===== src/rtl/pfc_pkg.sv =====
package pfc_pkg;

    localparam int BUS_W   = 32;
    localparam int NUM_SRC = 8;
    localparam int SIZE_W  = 16;
    localparam int RT_W    = 8;

    // status source groups
    localparam logic [NUM_SRC-1:0] GRP_ERRORS  = 8'hF8;
    localparam logic [NUM_SRC-1:0] GRP_CONTROL = 8'h07;
    localparam int ST_DONE  = 0;
    localparam int ST_RUN   = 1;
    localparam int ST_SHLD  = 2;

    // system word bit positions
    localparam int SYS_RUN    = 0;
    localparam int SYS_SRST   = 1;
    localparam int SYS_REPEAT = 2;
    localparam int SYS_SHEN   = 3;
    localparam int SYS_SWSEL  = 4;
    localparam int SYS_MID    = 16;
    localparam logic [BUS_W-1:0] SYS_WMASK = 32'h0001_001F;

    // base offsets
    localparam logic [11:0] OFS_SYS   = 12'h000;
    localparam logic [11:0] OFS_MASK  = 12'h020;
    localparam logic [11:0] OFS_PEND  = 12'h030;
    localparam logic [11:0] OFS_RAW   = 12'h040;
    localparam logic [11:0] OFS_FRAME = 12'h070;
    localparam logic [11:0] OFS_XSZ   = 12'h0A0;
    localparam logic [11:0] OFS_YSZ   = 12'h0B0;
    localparam logic [11:0] OFS_RT    = 12'h200;

    typedef enum logic [1:0] {
        OP_WRITE  = 2'd0,
        OP_SET    = 2'd1,
        OP_CLEAR  = 2'd2,
        OP_TOGGLE = 2'd3
    } alias_op_e;

    typedef struct packed {
        logic sys;
        logic mask;
        logic pend;
        logic raw;
        logic frame;
        logic xsz;
        logic ysz;
        logic rt;
    } reg_sel_t;

    typedef struct packed {
        logic [BUS_W-1:0]  frame;
        logic [SIZE_W-1:0] xsize;
        logic [SIZE_W-1:0] ysize;
    } frame_set_t;

    function automatic logic [BUS_W-1:0] alias_apply(
        input alias_op_e        op,
        input logic [BUS_W-1:0] cur,
        input logic [BUS_W-1:0] wd
    );
        case (op)
            OP_SET:    return cur | wd;
            OP_CLEAR:  return cur & ~wd;
            OP_TOGGLE: return cur ^ wd;
            default:   return wd;
        endcase
    endfunction

endpackage


===== src/rtl/pfc_decode.sv =====
module pfc_decode
    import pfc_pkg::*;
#(
    parameter int ADDR_W = 12
) (
    input  logic [ADDR_W-1:0] addr,
    output alias_op_e         op,
    output reg_sel_t          sel
);
    localparam int LOW_W = 4;

    logic [ADDR_W-1:0] base;

    always_comb begin
        base = {addr[ADDR_W-1:LOW_W], {LOW_W{1'b0}}};
        op   = alias_op_e'(addr[3:2]);
        sel.sys   = (base == ADDR_W'(OFS_SYS));
        sel.mask  = (base == ADDR_W'(OFS_MASK));
        sel.pend  = (base == ADDR_W'(OFS_PEND));
        sel.raw   = (base == ADDR_W'(OFS_RAW));
        sel.frame = (base == ADDR_W'(OFS_FRAME));
        sel.xsz   = (base == ADDR_W'(OFS_XSZ));
        sel.ysz   = (base == ADDR_W'(OFS_YSZ));
        sel.rt    = (base == ADDR_W'(OFS_RT));
    end
endmodule


===== src/rtl/pfc_alias_reg.sv =====
module pfc_alias_reg
    import pfc_pkg::*;
#(
    parameter int             W        = 32,
    parameter logic [W-1:0]   RST_VAL  = '0,
    parameter logic [W-1:0]   WMASK    = '1,
    parameter logic [W-1:0]   SELF_CLR = '0
) (
    input  logic         clk,
    input  logic         rst,
    input  logic         we,
    input  alias_op_e    op,
    input  logic [W-1:0] wdata,
    output logic [W-1:0] q
);
    logic [W-1:0] upd;

    always_comb begin
        upd = W'(alias_apply(op, BUS_W'(q), BUS_W'(wdata)));
    end

    always_ff @(posedge clk) begin
        if (rst) begin
            q <= RST_VAL;
        end else if (we) begin
            q <= (upd & WMASK) | (q & ~WMASK);
        end else begin
            q <= q & ~SELF_CLR;
        end
    end
endmodule


===== src/rtl/pfc_irq.sv =====
module pfc_irq
    import pfc_pkg::*;
#(
    parameter int N = NUM_SRC
) (
    input  logic         clk,
    input  logic         rst,
    input  logic         hold,
    input  logic [N-1:0] set_evt,
    input  logic [N-1:0] clr_bits,
    input  logic [N-1:0] mask,
    output logic [N-1:0] raw,
    output logic [N-1:0] masked,
    output logic         irq
);
    for (genvar i = 0; i < N; i++) begin : g_src
        always_ff @(posedge clk) begin
            if (rst || hold) begin
                raw[i] <= 1'b0;
            end else if (set_evt[i]) begin
                raw[i] <= 1'b1;
            end else if (clr_bits[i]) begin
                raw[i] <= 1'b0;
            end
        end
    end

    always_comb begin
        masked = raw & ~mask;
        irq    = |masked;
    end
endmodule


===== src/rtl/pfc_shadow.sv =====
module pfc_shadow
    import pfc_pkg::*;
(
    input  logic       clk,
    input  logic       rst,
    input  logic       hold,
    input  logic       sh_en,
    input  logic       sw_sel,
    input  logic       sw_trig,
    input  logic       hw_trig,
    input  frame_set_t prog,
    output frame_set_t act,
    output logic       load
);
    always_comb begin
        load = !hold && sh_en && (sw_sel ? sw_trig : hw_trig);
    end

    always_ff @(posedge clk) begin
        if (rst || hold) begin
            act <= '0;
        end else if (load) begin
            act <= prog;
        end
    end
endmodule


===== src/rtl/pfc_regs.sv =====
module pfc_regs
    import pfc_pkg::*;
#(
    parameter int ADDR_W = 12
) (
    input  logic              clk,
    input  logic              rst,
    input  logic [ADDR_W-1:0] bus_addr,
    input  logic              bus_wen,
    input  logic [31:0]       bus_wdata,
    output logic [31:0]       bus_rdata,
    input  logic [7:0]        evt_in,
    input  logic              frame_evt,
    output logic              irq,
    output logic              start_pulse,
    output logic              ctl_repeat,
    output logic              ctl_soft_rst,
    output logic              ctl_master_id,
    output logic [31:0]       act_frame,
    output logic [15:0]       act_xsize,
    output logic [15:0]       act_ysize,
    output logic              rt_abort_sel,
    output logic [2:0]        rt_thr_low,
    output logic [2:0]        rt_thr_high,
    output logic              rt_rows_sel
);
    localparam logic [BUS_W-1:0] RUN_BIT = BUS_W'(1) << SYS_RUN;

    alias_op_e op;
    reg_sel_t  sel;

    logic [BUS_W-1:0]   sys_q;
    logic [NUM_SRC-1:0] mask_q;
    logic [NUM_SRC-1:0] raw_st;
    logic [NUM_SRC-1:0] masked_st;
    logic [RT_W-1:0]    rt_q;
    frame_set_t         prog;
    frame_set_t         act;
    logic               sh_load;
    logic               we_pend;
    logic [NUM_SRC-1:0] set_evt;

    pfc_decode #(.ADDR_W(ADDR_W)) u_dec (
        .addr (bus_addr),
        .op   (op),
        .sel  (sel)
    );

    pfc_alias_reg #(
        .W(BUS_W), .RST_VAL('0), .WMASK(SYS_WMASK), .SELF_CLR(RUN_BIT)
    ) u_sys (
        .clk(clk), .rst(rst), .we(bus_wen && sel.sys), .op(op),
        .wdata(bus_wdata), .q(sys_q)
    );

    pfc_alias_reg #(.W(NUM_SRC), .RST_VAL('1)) u_mask (
        .clk(clk), .rst(rst), .we(bus_wen && sel.mask), .op(op),
        .wdata(bus_wdata[NUM_SRC-1:0]), .q(mask_q)
    );

    pfc_alias_reg #(.W(BUS_W)) u_frame (
        .clk(clk), .rst(rst), .we(bus_wen && sel.frame), .op(op),
        .wdata(bus_wdata), .q(prog.frame)
    );

    pfc_alias_reg #(.W(SIZE_W)) u_xsz (
        .clk(clk), .rst(rst), .we(bus_wen && sel.xsz), .op(op),
        .wdata(bus_wdata[SIZE_W-1:0]), .q(prog.xsize)
    );

    pfc_alias_reg #(.W(SIZE_W)) u_ysz (
        .clk(clk), .rst(rst), .we(bus_wen && sel.ysz), .op(op),
        .wdata(bus_wdata[SIZE_W-1:0]), .q(prog.ysize)
    );

    pfc_alias_reg #(.W(RT_W)) u_rt (
        .clk(clk), .rst(rst), .we(bus_wen && sel.rt), .op(op),
        .wdata(bus_wdata[RT_W-1:0]), .q(rt_q)
    );

    assign start_pulse   = sys_q[SYS_RUN];
    assign ctl_soft_rst  = sys_q[SYS_SRST];
    assign ctl_repeat    = sys_q[SYS_REPEAT];
    assign ctl_master_id = sys_q[SYS_MID];

    pfc_shadow u_shadow (
        .clk     (clk),
        .rst     (rst),
        .hold    (ctl_soft_rst),
        .sh_en   (sys_q[SYS_SHEN]),
        .sw_sel  (sys_q[SYS_SWSEL]),
        .sw_trig (start_pulse),
        .hw_trig (frame_evt),
        .prog    (prog),
        .act     (act),
        .load    (sh_load)
    );

    always_comb begin
        we_pend = bus_wen && sel.pend && (op == OP_WRITE);
        set_evt = evt_in;
        set_evt[ST_RUN]  = evt_in[ST_RUN]  | start_pulse;
        set_evt[ST_SHLD] = evt_in[ST_SHLD] | sh_load;
    end

    pfc_irq #(.N(NUM_SRC)) u_irq (
        .clk      (clk),
        .rst      (rst),
        .hold     (ctl_soft_rst),
        .set_evt  (set_evt),
        .clr_bits (we_pend ? bus_wdata[NUM_SRC-1:0] : '0),
        .mask     (mask_q),
        .raw      (raw_st),
        .masked   (masked_st),
        .irq      (irq)
    );

    assign act_frame    = act.frame;
    assign act_xsize    = act.xsize;
    assign act_ysize    = act.ysize;
    assign rt_abort_sel = rt_q[7];
    assign rt_thr_low   = rt_q[6:4];
    assign rt_thr_high  = rt_q[3:1];
    assign rt_rows_sel  = rt_q[0];

    always_comb begin
        bus_rdata = '0;
        if (sel.sys)   bus_rdata = sys_q;
        if (sel.mask)  bus_rdata = BUS_W'(mask_q);
        if (sel.pend && op == OP_WRITE) bus_rdata = BUS_W'(masked_st);
        if (sel.raw  && op == OP_WRITE) bus_rdata = BUS_W'(raw_st);
        if (sel.frame) bus_rdata = prog.frame;
        if (sel.xsz)   bus_rdata = BUS_W'(prog.xsize);
        if (sel.ysz)   bus_rdata = BUS_W'(prog.ysize);
        if (sel.rt)    bus_rdata = BUS_W'(rt_q);
    end
endmodule


===== config.mk =====
export PLATFORM = sky130hd
export DESIGN_NAME = pfc_regs
export DESIGN_NICKNAME = d
export VERILOG_FILES = /design/src/rtl/pfc_pkg.sv /design/src/rtl/pfc_decode.sv /design/src/rtl/pfc_alias_reg.sv /design/src/rtl/pfc_irq.sv /design/src/rtl/pfc_shadow.sv /design/src/rtl/pfc_regs.sv
export SDC_FILE = /design/constraint.sdc
export NUM_CORES = 1
export LEC_CHECK = 0
export ABC_AREA = 1
export BUFFER_PORTS_ARGS = -buffer_cell sky130_fd_sc_hd__buf_2
export CAP_MARGIN = 10
export CORE_MARGIN = 3
export CORE_UTILIZATION = 59
export DETAILED_ROUTE_END_ITERATION = 6
export PLACE_DENSITY = 0.83
export SKIP_LAST_GASP = 1
export SLEW_MARGIN = 0
export SYNTH_ARGS = -nofsm -noshare
export SYNTH_HDL_FRONTEND = slang
export SYNTH_SLANG_ARGS = --single-unit
export TNS_END_PERCENT = 100

===== constraint.sdc =====
create_clock -name clk -period 1.93 [get_ports clk]
set_input_delay 0.193 -clock clk [delete_from_list [all_inputs] [get_ports clk]]
set_output_delay 0.193 -clock clk [all_outputs]
set_load 0.005 [all_outputs]

==> results.md <==
* Post-placement cell count at roughly 1,800
* Layout cells sized above 1 at between 10% and 20%
* Power share of the sequential group at between 40 and 50%
* Combinational power share at between 9 and 10%
* Cell Area, Placed at 0.0117 mm^2
* Mean Syn Cell Area at 7.43 um^2
* Initial Util at between 60% and 70%
* Worst setup path category: flop to output pin
* Slew headroom at 56.3%
* Root Buffer: clkbuf_16
* Crit Path Max Fanout at 4
* Final worst-path cycle share at a little over nine tenths
* CTS max path bufs at 2
* Max VDD drop at between 0.7 and 0.8 mV
* Die area at 0.0195 mm^2
* Clk pwr share at between 40% and 50%
* Yosys reg bits at about 160
* H-tree depth at 4
* Slew @ Worst Pin at approximately 0.66 ns
* Setup crit end kind: output pin
* Yosys warnings at 0
* DP HPWL at between 20,000 and 25,000 um
* Largest net degree at the start of global routing at 100
* GRT Total Usage at around a third
* Syn nets at about 1,600
* Worst hold path class: input pin to flop
* Sink Count at between 150 and 200
* DR iter-0 viols at around 1,100
* Switching pwr at about 2.1 mW
* Switch share at 27.0%
* Router iterations before antenna repair at 7
* Grt ovf at 0
* Crit-path leading delay family: compound AO/OA/AOI/OAI gates
* DR vias/cell at slightly below 6
* Core Rows at between 40 and 50
* Post-route cell area at 0.0124 mm^2
* Slowest-stage cell, CP: a2111oi_1
* Final Skew at 0.00868 ns
* Max Slew Vio Count at 0
* Total wire length at 31,500 um
* WP data required at 1.74 ns
* Final worst slack at 0.0606 ns
* CORE AREA at 0.0174 mm^2
* PortBufs at 162
* MaxCap Viol Count at 0
* Leakage power at approximately 5.8 nW
* Clk slew on worst S/H paths at 0.07 ns
* Slowest stage delay, CP at approximately 0.45 ns
* Mapped Area at roughly 0.011 mm^2
* N_diodes at 0
* RSZ-0062 raised after global routing: true
* DP Worst Slack at around 0.19 ns
* Critical path arrival at ~1.7 ns
* Initial antenna violation count at 2
* Vert. Die Dim at about 140 um
* Vias in the first global route at 10,100
* Cell Chain, Critical Path: nor2_1 -> a2111oi_1 -> nand2_1 -> buf_2
* CTS tree: yes
* Wire length per cell at about 17 um
* Num ports at between 150 and 200
* Clock latency on the worst-skew pair at 0.44 ns
* Final setup viols at 0
* Nets at ~1,800
* DRC at 0
* Power Dens Cells at 624 mW/mm^2
* Die W at around 140 um
* CP Launch Type: flop
* Cell-internal power at between 5 and 6 mW
* Total setup buffers inserted after CTS at 0
* Seq/Total Area, Yosys at about 30%
* Fin crit period at ~1.9 ns
* Filler Cell Count at ~1,400
* Inserted Clock Buffers at 17
* Vias at ~10,000
* Area grow syn2layout at 17.3%
* Final antenna-violating net count at 0
* Max Freq at ~530 MHz
* Yosys cell types at 35
* Fin cells at roughly 1,800
* First-pass GRT wire length at a little over 50,000 um
* Routability Congestion at slightly above 0.9
* Mapped Cells at approximately 1,400
* Hold Vio Cnt, Final at 0
* Status: completed
* WP buf/inv at 1
through the flow:
stage          setup TNS [ns]  power (mW)  hold slack, ns  util (%)
2_1_floorplan               0        3.83           0.272         -
3_3_place_gp                0        4.07           0.433      67.0
3_5_place_dp                0        4.10           0.440      67.0
4_1_cts                     0        7.70         0.00271      70.9
5_1_grt               -0.0111        7.94          0.0230      70.9
6_report                    0        7.71         0.00485      70.9
layer usage:
layer  vias up  routed length, um  GRT usage (%)
met5         -                 23              0
met4         4                745           10.7
met3        74               3300           8.97
met2       505              14200           50.6
met1      4837              13300           42.1
li1       5072                  -              -
cell type report:
| cell class | instances | area (um^2) | area share, % |
|---|---|---|---|
| multi-input combinational | 1012 | 6360 | 51.5 |
| inverter | 171 | 643 | 5.21 |
| clock inverter | 15 | 201 | 1.63 |
| clock buffer | 17 | 425 | 3.44 |
| timing repair buffer | 207 | 1280 | 10.3 |
| sequential | 158 | 3160 | 25.6 |
| tap | 225 | 282 | 2.28 |
cell usage in the layout, fill, tap and decap left out, types with 17 or more instances in the layout:
| master | netlist | final |
|---|---|---|
| dfxtp_1 | 158 | 158 |
| nor2_1 | 129 | 127 |
| o21ai_1 | 37 | 37 |
| o2111ai_1 | 19 | 19 |
| ha_1 | 172 | 172 |
| clkbuf_16 | 0 | 17 |
| o211ai_1 | 44 | 44 |
| a211oi_1 | 17 | 17 |
| inv_1 | 162 | 160 |
| a21oi_1 | 122 | 122 |
| a31oi_1 | 22 | 22 |
| buf_4 | 8 | 30 |
| buf_2 | 28 | 162 |
| nand2_1 | 238 | 237 |
| o21ai_0 | 127 | 127 |
cells by family (layout without fill, tap and decap cells):
group | after synthesis | in the layout | share of synthesized area, %
AOI/OAI and AO/OA | 421 | 421 | 23.5
and+or+nand+nor | 419 | 419 | 16.4
adders and majority gates | 172 | 172 | 20.4
DFF | 158 | 158 | 30.0
buffers and inverters | 249 | 410 | 9.70
power by group through the flow:
| stage | Sequential [mW] | Combinational, mW | Clock [mW] |
|---|---|---|---|
| global route | 3.29 | 0.851 | 3.80 |
| floorplan | 3.36 | 0.470 | 0 |
| detailed placement | 3.37 | 0.738 | 0 |
| CTS | 3.29 | 0.755 | 3.65 |
| global placement | 3.37 | 0.706 | 0 |
| finish | 3.29 | 0.764 | 3.65 |
flip-flops by register name, summed over array words and instances, names as in the netlist:
signal and flops:
u_ysz.q 16, u_mask.q 8, u_sys.q 6, u_frame.q 32, u_rt.q 8, u_xsz.q 16
u_irq.raw 8, u_shadow.act 64
synthesized netlist by cell type (all sizes together):
master	instances	share of area (%)
a22oi	8	0.57
clkinv	2	0.071
a211oi	20	1.6
nand4	5	0.30
nand3b	1	0.071
clkbuf	37	1.3
a31oi	22	1.3
nand3	12	0.57
nor3	13	0.72
a221oi	11	0.91
nor2	143	5.7
nand2	245	9.0
inv	169	6.0
ha	172	20
a21oi	122	5.8
o211ai	44	3.1
buf	41	2.3
o22ai	1	0.059
dfxtp	158	30
o21ai	164	7.8
o31ai	8	0.57
o2111ai	19	1.6
a2111oi	2	0.17
worst register-to-register path: stages (launching register included):
cell       delay, ns
dfxtp_1         0.45
inv_1           0.13
o2111ai_1       0.14
clkinv_2        0.12
buf_12          0.22
o21ai_0         0.29
a21oi_1         0.06
what timing repair did:
item / CTS / global route
resized for setup: 0 / 2
hold endpoints to repair: 6 / 0
hold buffers: 6 / 0
setup endpoints to repair: 0 / 2
path summary, 6_finish.rpt:
| path | from | to | slack [ns] | depth (start not counted) |
|---|---|---|---|---|
| hold reg to reg | u_irq.raw[1]$_SDFFE_PP0P_ | u_irq.raw[1]$_SDFFE_PP0P_ | 0.48 | 2 |
| setup / recovery | u_mask.q[7]$_SDFFE_PP1P_ | irq | 0.06 | 4 |
| setup reg to reg | u_sys.q[1]$_SDFFE_PP0P_ | u_shadow.act[30]$_SDFFE_PP0P_ | 0.40 | 6 |
| hold / removal | bus_wdata[25] | u_frame.q[25]$_SDFFE_PP0P_ | 0.005 | 3 |
Note: power is estimated with default switching activity, not from simulation.
